$ cat src/rtl/rfe_pkg.sv
package rfe_pkg;
  typedef enum logic [2:0] {
    ST_IDLE      = 3'd0,
    ST_WAIT_REF1 = 3'd1,
    ST_RAMP      = 3'd2,
    ST_CAPTURE   = 3'd3,
    ST_COMPUTE   = 3'd4,
    ST_DONE      = 3'd5
  } rfe_state_t;
endpackage

$ cat src/rtl/rfe_ramp_word.sv
module rfe_ramp_word #(
  parameter int CW   = 12,
  parameter int STEP = 5
) (
  input  logic          clk,
  input  logic          rst_n,
  input  logic          clear,
  input  logic          step,
  output logic [CW-1:0] word
);
  localparam logic [CW:0] WMAX = {1'b0, {CW{1'b1}}};

  function automatic logic [CW-1:0] sat_inc(input logic [CW-1:0] w);
    logic [CW:0] s;
    s = {1'b0, w} + (CW+1)'(STEP);
    return (s > WMAX) ? WMAX[CW-1:0] : s[CW-1:0];
  endfunction

  always_ff @(posedge clk or negedge rst_n) begin
    if (!rst_n)     word <= '0;
    else if (clear) word <= '0;
    else if (step)  word <= sat_inc(word);
  end

  a_r3_saturate_holds: assert property (@(posedge clk) disable iff (!rst_n)
    (step && !clear && word == WMAX[CW-1:0]) |=> word == WMAX[CW-1:0]);
  a_r3_step_grows: assert property (@(posedge clk) disable iff (!rst_n)
    (step && !clear && word != WMAX[CW-1:0]) |=> word > $past(word));
endmodule

$ cat src/rtl/rfe_tdc_capture.sv
module rfe_tdc_capture #(
  parameter int TW = 10
) (
  input  logic          clk,
  input  logic          rst_n,
  input  logic          clear,
  input  logic          min_win,
  input  logic          meas_win,
  input  logic          valid,
  input  logic [TW-1:0] code,
  output logic [TW-1:0] min_code,
  output logic [TW-1:0] meas_code
);
  logic min_seen;

  always_ff @(posedge clk or negedge rst_n) begin
    if (!rst_n) begin
      min_code  <= '0;
      min_seen  <= 1'b0;
      meas_code <= '0;
    end else if (clear) begin
      min_code  <= '0;
      min_seen  <= 1'b0;
      meas_code <= '0;
    end else begin
      if (min_win && valid && !min_seen) begin
        min_code <= code;
        min_seen <= 1'b1;
      end
      if (meas_win && valid) meas_code <= code;
    end
  end

  a_r5_min_first_only: assert property (@(posedge clk) disable iff (!rst_n)
    (min_seen && !clear) |=> $stable(min_code));
endmodule

$ cat src/rtl/rfe_serial_div.sv
module rfe_serial_div #(
  parameter int NW = 22,
  parameter int DW = 10
) (
  input  logic          clk,
  input  logic          rst_n,
  input  logic          load,
  input  logic [NW-1:0] num,
  input  logic [DW-1:0] den,
  output logic          busy,
  output logic          fin,
  output logic [NW-1:0] quo
);
  localparam int CNTW = $clog2(NW + 1);

  logic [DW:0]     rem;
  logic [DW-1:0]   den_q;
  logic [CNTW-1:0] cnt;

  function automatic logic [DW+NW:0] div_step(input logic [DW:0] r,
                                               input logic [NW-1:0] q,
                                               input logic [DW-1:0] d);
    logic [DW:0] sh;
    sh = {r[DW-1:0], q[NW-1]};
    if (sh >= {1'b0, d}) return {sh - {1'b0, d}, q[NW-2:0], 1'b1};
    else                 return {sh, q[NW-2:0], 1'b0};
  endfunction

  always_ff @(posedge clk or negedge rst_n) begin
    if (!rst_n) begin
      rem <= '0; quo <= '0; den_q <= '0; cnt <= '0; busy <= 1'b0; fin <= 1'b0;
    end else begin
      fin <= 1'b0;
      if (load) begin
        rem   <= '0;
        quo   <= num;
        den_q <= den;
        cnt   <= CNTW'(NW);
        busy  <= 1'b1;
      end else if (busy) begin
        {rem, quo} <= div_step(rem, quo, den_q);
        cnt <= cnt - 1'b1;
        if (cnt == CNTW'(1)) begin
          busy <= 1'b0;
          fin  <= 1'b1;
        end
      end
    end
  end

  a_r8_busy_counts: assert property (@(posedge clk) disable iff (!rst_n)
    busy |-> cnt != '0);
  a_r8_fin_pulse: assert property (@(posedge clk) disable iff (!rst_n)
    fin |=> !fin);
endmodule

$ cat src/rtl/ramp_freq_estimator.sv
module ramp_freq_estimator #(
  parameter int CW   = 12,
  parameter int TW   = 10,
  parameter int STEP = 5
) (
  input  logic          clk,
  input  logic          rst_n,
  input  logic          start,
  input  logic          ref_edge,
  input  logic          fb_edge,
  input  logic          tdc_valid,
  input  logic [TW-1:0] tdc_code,
  input  logic [TW-1:0] tgt_period,
  output logic [CW-1:0] ctrl_word,
  output logic [TW-1:0] meas_period,
  output logic [CW-1:0] init_word,
  output logic          done,
  output logic          err
);
  import rfe_pkg::*;

  localparam int NB = CW + TW;
  localparam logic [NB-1:0] QMAX = NB'({CW{1'b1}});

  rfe_state_t st;
  logic          arm, ramp_step, min_win, meas_win, bad_meas, div_load;
  logic          div_busy, div_fin;
  logic [TW-1:0] min_code;
  logic [NB-1:0] div_num, div_quo;
  logic [TW-1:0] div_den;

  function automatic logic [NB-1:0] scaled_num(input logic [CW-1:0] w,
                                               input logic [TW-1:0] tgt,
                                               input logic [TW-1:0] mn);
    logic [TW-1:0] span;
    span = (tgt > mn) ? tgt - mn : '0;
    return NB'(w) * NB'(span);
  endfunction

  function automatic logic [CW-1:0] clamp_word(input logic [NB-1:0] q);
    return (q > QMAX) ? {CW{1'b1}} : q[CW-1:0];
  endfunction

  assign arm       = start && (st == ST_IDLE || st == ST_DONE);
  assign ramp_step = (st == ST_RAMP) && fb_edge && !ref_edge;
  assign min_win   = (st == ST_RAMP);
  assign meas_win  = (st == ST_CAPTURE);
  assign bad_meas  = (tdc_code <= min_code);
  assign div_load  = meas_win && tdc_valid && !bad_meas;
  assign div_num   = scaled_num(ctrl_word, tgt_period, min_code);
  assign div_den   = tdc_code - min_code;
  assign done      = (st == ST_DONE);

  rfe_ramp_word #(.CW(CW), .STEP(STEP)) i_ramp (
    .clk(clk), .rst_n(rst_n), .clear(arm), .step(ramp_step), .word(ctrl_word));

  rfe_tdc_capture #(.TW(TW)) i_cap (
    .clk(clk), .rst_n(rst_n), .clear(arm), .min_win(min_win), .meas_win(meas_win),
    .valid(tdc_valid), .code(tdc_code), .min_code(min_code), .meas_code(meas_period));

  rfe_serial_div #(.NW(NB), .DW(TW)) i_div (
    .clk(clk), .rst_n(rst_n), .load(div_load), .num(div_num), .den(div_den),
    .busy(div_busy), .fin(div_fin), .quo(div_quo));

  always_ff @(posedge clk or negedge rst_n) begin
    if (!rst_n) begin
      st <= ST_IDLE;
      err <= 1'b0;
      init_word <= '0;
    end else begin
      unique case (st)
        ST_IDLE:      if (arm) st <= ST_WAIT_REF1;
        ST_WAIT_REF1: if (ref_edge) st <= ST_RAMP;
        ST_RAMP:      if (ref_edge) st <= ST_CAPTURE;
        ST_CAPTURE:   if (tdc_valid) begin
                        if (bad_meas) begin
                          st  <= ST_DONE;
                          err <= 1'b1;
                        end else begin
                          st <= ST_COMPUTE;
                        end
                      end
        ST_COMPUTE:   if (div_fin) begin
                        st <= ST_DONE;
                        init_word <= clamp_word(div_quo);
                      end
        ST_DONE:      if (arm) begin
                        st <= ST_WAIT_REF1;
                        err <= 1'b0;
                        init_word <= '0;
                      end
        default:      st <= ST_IDLE;
      endcase
    end
  end

  a_r2_wait_word_zero: assert property (@(posedge clk) disable iff (!rst_n)
    (st == ST_WAIT_REF1) |-> ctrl_word == '0);
  a_r4_word_frozen: assert property (@(posedge clk) disable iff (!rst_n)
    ((st == ST_CAPTURE || st == ST_COMPUTE || st == ST_DONE) && !arm) |=> $stable(ctrl_word));
  a_r7_err_only_done: assert property (@(posedge clk) disable iff (!rst_n)
    err |-> (done && init_word == '0));
  a_r8_compute_has_div: assert property (@(posedge clk) disable iff (!rst_n)
    (st == ST_COMPUTE) |-> (div_busy || div_fin));
  a_r1_done_holds: assert property (@(posedge clk) disable iff (!rst_n)
    (done && !start) |=> done);
endmodule

$ cat config.mk
export PLATFORM = sky130hd
export DESIGN_NAME = ramp_freq_estimator
export DESIGN_NICKNAME = d
export VERILOG_FILES = /design/src/rtl/rfe_pkg.sv /design/src/rtl/rfe_ramp_word.sv /design/src/rtl/rfe_tdc_capture.sv /design/src/rtl/rfe_serial_div.sv /design/src/rtl/ramp_freq_estimator.sv
export SDC_FILE = /design/constraint.sdc
export NUM_CORES = 1
export LEC_CHECK = 0
export BUFFER_PORTS_ARGS = -buffer_cell sky130_fd_sc_hd__buf_4
export CAP_MARGIN = 25
export CORE_MARGIN = 2
export CORE_UTILIZATION = 31
export CTS_BUF_LIST = sky130_fd_sc_hd__clkbuf_8
export CTS_CLUSTER_SIZE = 25
export DETAILED_ROUTE_END_ITERATION = 8
export GPL_TIMING_DRIVEN = 0
export SYNTH_ARGS = -nofsm -noshare
export SYNTH_HDL_FRONTEND = slang
export SYNTH_SLANG_ARGS = --single-unit
$ cat constraint.sdc
create_clock -name clk -period 6.25 [get_ports clk]
set_input_delay 1.25 -clock clk [delete_from_list [all_inputs] [get_ports clk]]
set_output_delay 1.25 -clock clk [all_outputs]
set_load 0.01 [all_outputs]
Word level (Yosys, flattened, before mapping)
Index checks and enable logic that the tools add are counted.

storage, ports and cells
  logic and storage cells = 97
  input bits = 26
  output and inout bits = 36
  register bits after elaboration = 98

operators by class
  multipliers = 1
  add/sub/neg operators = 5
  equality and inequality tests = 13
  $lt $le $gt $ge = 5
  reductions and logical operators = 22
  multiplexer cells = 38

operators by type and width
  cell                                                   number
  two-way mux 12 bit                                     6
  two-way mux 10 bit                                     7
  two-way mux 22 bit                                     2
  two-way mux 32 bit                                     1
  subtractor 10 bit                                      3
  one-hot mux 12 bit (2 select lines)                    1
  > comparator 22 x 12 -> 1 bit (second input constant)  1
  multiplier 12 x 10 -> 22 bit                           1
  two-way mux 3 bit                                      5
  one-hot mux 3 bit (5 select lines)                     1
  adder 12 x 3 -> 13 bit (second input constant)         1
  > comparator 13 x 12 -> 1 bit (second input constant)  1
  two-way mux 1 bit                                      12
  nonzero test 2 bit                                     6
  >= comparator 11 x 10 -> 1 bit                         1
  > comparator 10 bit                                    1
  less-or-equal comparator 10 bit                        1
  two-way mux 5 bit                                      2
  != test 2 bit (second input constant)                  4
  logical AND 1 bit                                      7
  equality test 3 x 2 -> 1 bit (second input constant)   2
  equality test 3 bit (second input constant)            2
  != test 2 x 1 -> 1 bit (second input constant)         3
  equality test 5 x 1 -> 1 bit (second input constant)   1
  10 further kinds                                       12

Longest topological paths before layout
  word-level depth = 5
  depth in mapped cells = 29
  depth with buffers taken out = 27

Cells and area by module
A second synthesis with hierarchy kept.

second synthesis, totals
  cell total of the unflattened synthesis = 1113
  area total of the unflattened synthesis = 10045.9 um2

modules (own cells, without submodules)
  module               seq. area each (um2)  area an instance (um2)  cells each  times used
  ramp_freq_estimator  400.4                 5656.7                  684         1
  rfe_serial_div       1226.2                2705.1                  273         1
  rfe_tdc_capture      525.5                 1013.5                  92          1
  rfe_ramp_word        300.3                 670.6                   64          1

Worst setup path before layout
Ideal clock, no wire load.

  kind = input-to-reg
  start point = input port tgt_period[0]
  end point = register i_div.quo[21]
  library setup time = 126 ps
  slack = -1256 ps
  buffers on the path = 1
  data arrival time = 7380 ps
  required time = 6124 ps
  stages on the path = 25
  path through = inv_1 ha_1 inv_1 fa_1 a21o_1 a21o_1 a221oi_2 o31a_2 a31oi_1 buf_2 and2_1 fa_1 fa_1 fa_1 fa_1 inv_1 fa_1 inv_1 ha_1 nand4_1 or4b_1 o2bb2ai_1 o22ai_1 xnor2_1 a21oi_1

between the ends
  word-level cells in the longest chain between the ends = 4
  elaborated cells between the ends (all ways) = 5
  those cells by class = add/sub: 1; mul: 1; order compare: 1; mux: 2

RTL lines
  what                                                      line                       RTL
  start: declaration                                        ramp_freq_estimator.sv:13  input logic [TW-1:0] tgt_period,
  subtractor 10 bit or > comparator 10 bit (tied branches)  ramp_freq_estimator.sv:36  span = (tgt > mn) ? tgt - mn : '0;
  two-way mux 10 bit (*)                                    ramp_freq_estimator.sv:36
  multiplier 12 x 10 -> 22 bit (*)                          ramp_freq_estimator.sv:37  return NB'(w) * NB'(span);
  two-way mux 22 bit (*)                                    rfe_serial_div.sv:34       if (load) begin
  end signal: assignment                                    rfe_serial_div.sv:36       quo <= num;
  end signal: assignment                                    rfe_serial_div.sv:41       {rem, quo} <= div_step(rem, quo, den_q);
  end: declaration                                          rfe_serial_div.sv:12       output logic [NW-1:0] quo

Mark *: on every way between the ends. The rest lies on a longest branch, timed or not.
A chain may end at the register's enable or synchronous reset.

Worst setup path in the final report
  start point = input port tgt_period[0]
  end point = register i_div.quo[17]

Same word-level chain as after synthesis.

==> results.sh <==
export IMPL_status="finished with violations"
export IMPL_reg2reg_to="i_div.quo[17]"
export IMPL_cts_buffer_depth=2
export IMPL_drc=0
export IMPL_hpwl_um=21700
export IMPL_synthAdderAreaFrac_pct=27.3
export IMPL_syn_nets=1348
export IMPL_synth_seq_area_share_pct=24.2
export IMPL_place_inst=1654
export IMPL_tightest_slew_ns=0.771
export IMPL_overflow=0
export IMPL_antenna_found_initial=0
export IMPL_fmax_mhz=137
export IMPL_synth_edf_count=0
export IMPL_clock_sinks=98
export IMPL_die_area_um2=34100
export IMPL_violations="setup timing"
export IMPL_synth_cell_types=70
export IMPL_syn_area_um2=10100
export IMPL_layout_nets=1471
export IMPL_grt_total_usage_pct=17.3
export IMPL_syn2layout_area_growth_pct=24.5
export IMPL_htreeDepth=3
export IMPL_pin_count=62
export IMPL_drive_above_1_share_pct=21.8
export IMPL_fp_coreArea_um2=32400
export IMPL_slowest_delay_ns=0.57
export IMPL_setup_tns_final_ns=-10.08
export IMPL_fp_row_count=66
export IMPL_rsz0062_at_grt="true"
export IMPL_cts_tree="done"
export IMPL_postRouteAntennaNets=0
export IMPL_max_vdd_ir_drop_v=0.000135
export IMPL_cts_buffers=9
export IMPL_vias=8646
export IMPL_r2r_cells=24
export IMPL_crit_required_ns=6.50
export IMPL_drv_slew=0
export IMPL_root_buffer="clkbuf_8"
export IMPL_synthMuxAreaShare_pct=4.03
export IMPL_hp_start="init_word[11]"
export IMPL_yosysTopAreaCellShare_pct=24.2
export IMPL_reg2reg_slack_ns=-0.57
export IMPL_drv_cap=0
export IMPL_whs_path_depth=2
export IMPL_synth_top_family_by_area="adder cells"
export IMPL_async_flop_share_pct=100
export IMPL_path_buf_inv=6
export IMPL_rr_startpoint="i_cap.min_code[1]"
export IMPL_final_common_cell="nand2_1"
export IMPL_synth_area_per_cell_um2=8.80
export IMPL_fillers=3312
export IMPL_start_kind="input pin"
export IMPL_synthCells=1150
export IMPL_clk_latency_ns=0.40
export IMPL_io_buffers=61
export IMPL_design_area_um2=12600
export IMPL_slew_headroom_pct=48.2
export IMPL_drt_iter0_markers=513
export IMPL_synth_xor_area_share_pct=3.37
export IMPL_total_power_mw=4.58
export IMPL_fin_cells=1720
export IMPL_post_dp_cell_area_um2=11400
export IMPL_path_clk_slew_ns=0.10
export IMPL_dpl_worst_slack_ns=-1.87
export IMPL_path_class="in2reg"
export IMPL_slowest_stage="fa_1"
export IMPL_routabilityCongestion=0.846
export IMPL_yosys_warnings=0
export IMPL_crit_path_end_kind="register"
export IMPL_ys_ff_latch=98
export IMPL_grt_pass1_wl_um=46900
export IMPL_vias_per_cell=5.03
export IMPL_arrival_ns=7.54
export IMPL_finalCritPeriodShare_pct=117
export IMPL_die_x_um=185
export IMPL_final_cell_mix="nand2_1 (139), inv_1 (109), buf_4 (108), dfrtp_1 (98), fa_1 (75)"
export IMPL_min_to="init_word[11]"
export IMPL_static_leakage_power_nw=5.90
export IMPL_wirelength_um=28600
export IMPL_synth_simple_area_share_pct=19.6
export IMPL_synth_compound_area_share_pct=14.3
export IMPL_insertedDiodeCount=0
export IMPL_routedWlPerCell_um=16.6
export IMPL_setup_ws_ns=-1.04
export IMPL_crit_fanout=6
export IMPL_grt_max_degree=63
export IMPL_yosysTopAreaCell="dfrtp_1"
export IMPL_crit_top_cell="fa_1"
export IMPL_clock_skew_ns=0.0274
export IMPL_hold_class="reg2reg"
export IMPL_setup_viol=15
export IMPL_path_delay_family="adder cells"
export IMPL_synth_area_leaders="dfrtp_1 (24%), fa_1 (16%), ha_1 (11%), nand2_1 (5.4%), inv_1 (4.5%)"
export IMPL_drt_pass1_iterations=5
export IMPL_hold_viol=0
export IMPL_ys_flop_type="dfrtp_1"
export IMPL_layout_min_cycle_time_ns=7.29
export IMPL_initial_core_util_pct=31.3
export IMPL_grt_pass1_vias=8958
export IMPL_die_h_um=185
export IMPL_p_per_area_nw_per_um2=363
Yosys cell counts, types with 14 or more instances:
library cell	instances
mux2i_1	34
clkbuf_1	44
and2_1	48
nand3_1	19
fa_1	81
nor2b_1	17
dfrtp_1	98
o21ai_0	71
ha_1	91
xnor2_1	24
nand2_1	145
nand4_1	18
a21oi_1	68
nor3_1	21
nor2_1	52
a21o_1	14
inv_1	122
xor2_1	15
metrics by stage:
stage / hold slack [ns] / util, %
6_report: 0.475 / 38.9
5_1_grt: 0.500 / 38.9
3_5_place_dp: 0.458 / 35.2
4_1_cts: 0.483 / 37.8
2_1_floorplan: 0.450 / -
3_3_place_gp: 0.457 / 35.1
tightest hold or removal path: stages, from the launching register on:
cell and delay (ns):
dfrtp_1 0.36, nand2_1 0.05, nand2_1 0.05
routing by layer:
metal  global-route usage (%)  part of all wire [%]
met5                        0                     0
met2                     29.9                    50
met4                     4.22                   1.7
met1                     22.9                    46
met3                     2.04                   2.7
timing repair:
item                       4_1_cts  5_1_grt
pin swaps                       62       50
gates resized for setup         71       52
hold endpoints to repair         0        0
hold buffers                     0        0
cloned                           1        2
setup endpoints to repair       15       16
buffers inserted                40       14
how the worst max path moves through the flow:
stage,from,to,slack (ns),cells after the start
floorplan,tgt_period[0],i_div.quo[21],-0.89,25
global placement,tgt_period[0],i_div.quo[21],-1.87,26
detailed placement,tgt_period[0],i_div.quo[21],-1.87,26
CTS,tgt_period[0],i_div.quo[21],-0.95,26
global route,tgt_period[0],i_div.quo[21],-1.18,26
finish,tgt_period[0],i_div.quo[17],-1.04,26
kinds of logic (layout without fill, tap and decap cells):
kind of cell,after synthesis,after routing
AO/OA/AOI/OAI,229,229
adder cells (fa/ha/maj),172,172
XOR/XNOR,39,39
multiplexers,40,40
AND/OR/NAND/NOR,388,390
flip-flops,98,98
buffers and inverters,184,310
area by class of cell:
cell class	count	area, um^2	share of cell area [%]
clock buffers	12	165	1.31
well taps	442	553	4.39
multi-input cells	870	7690	61.0
flip-flops and latches	98	2450	19.5
plain buffers	59	328	2.60
repair buffers	113	916	7.26
clock inverters	4	32.5	0.258
inverters	122	470	3.73
report_power, final:
group	internal, mW	switching, mW	total (mW)
clock network	0.180	0.247	0.427
logic	1.33	1.71	3.04
registers	0.914	0.197	1.11
total	2.42	2.16	4.58
state kept, by name, summed over array words and instances (netlist names):
register	cells
i_div.quo	22
i_ramp.word	12
init_word	12
i_cap.meas_code	10
i_cap.min_code	10
i_div.den_q	10
i_div.rem	10
i_div.cnt	5
st	3
err	1
i_cap.min_seen	1
i_div.busy	1
i_div.fin	1
Power figures use the tool's default switching activity.
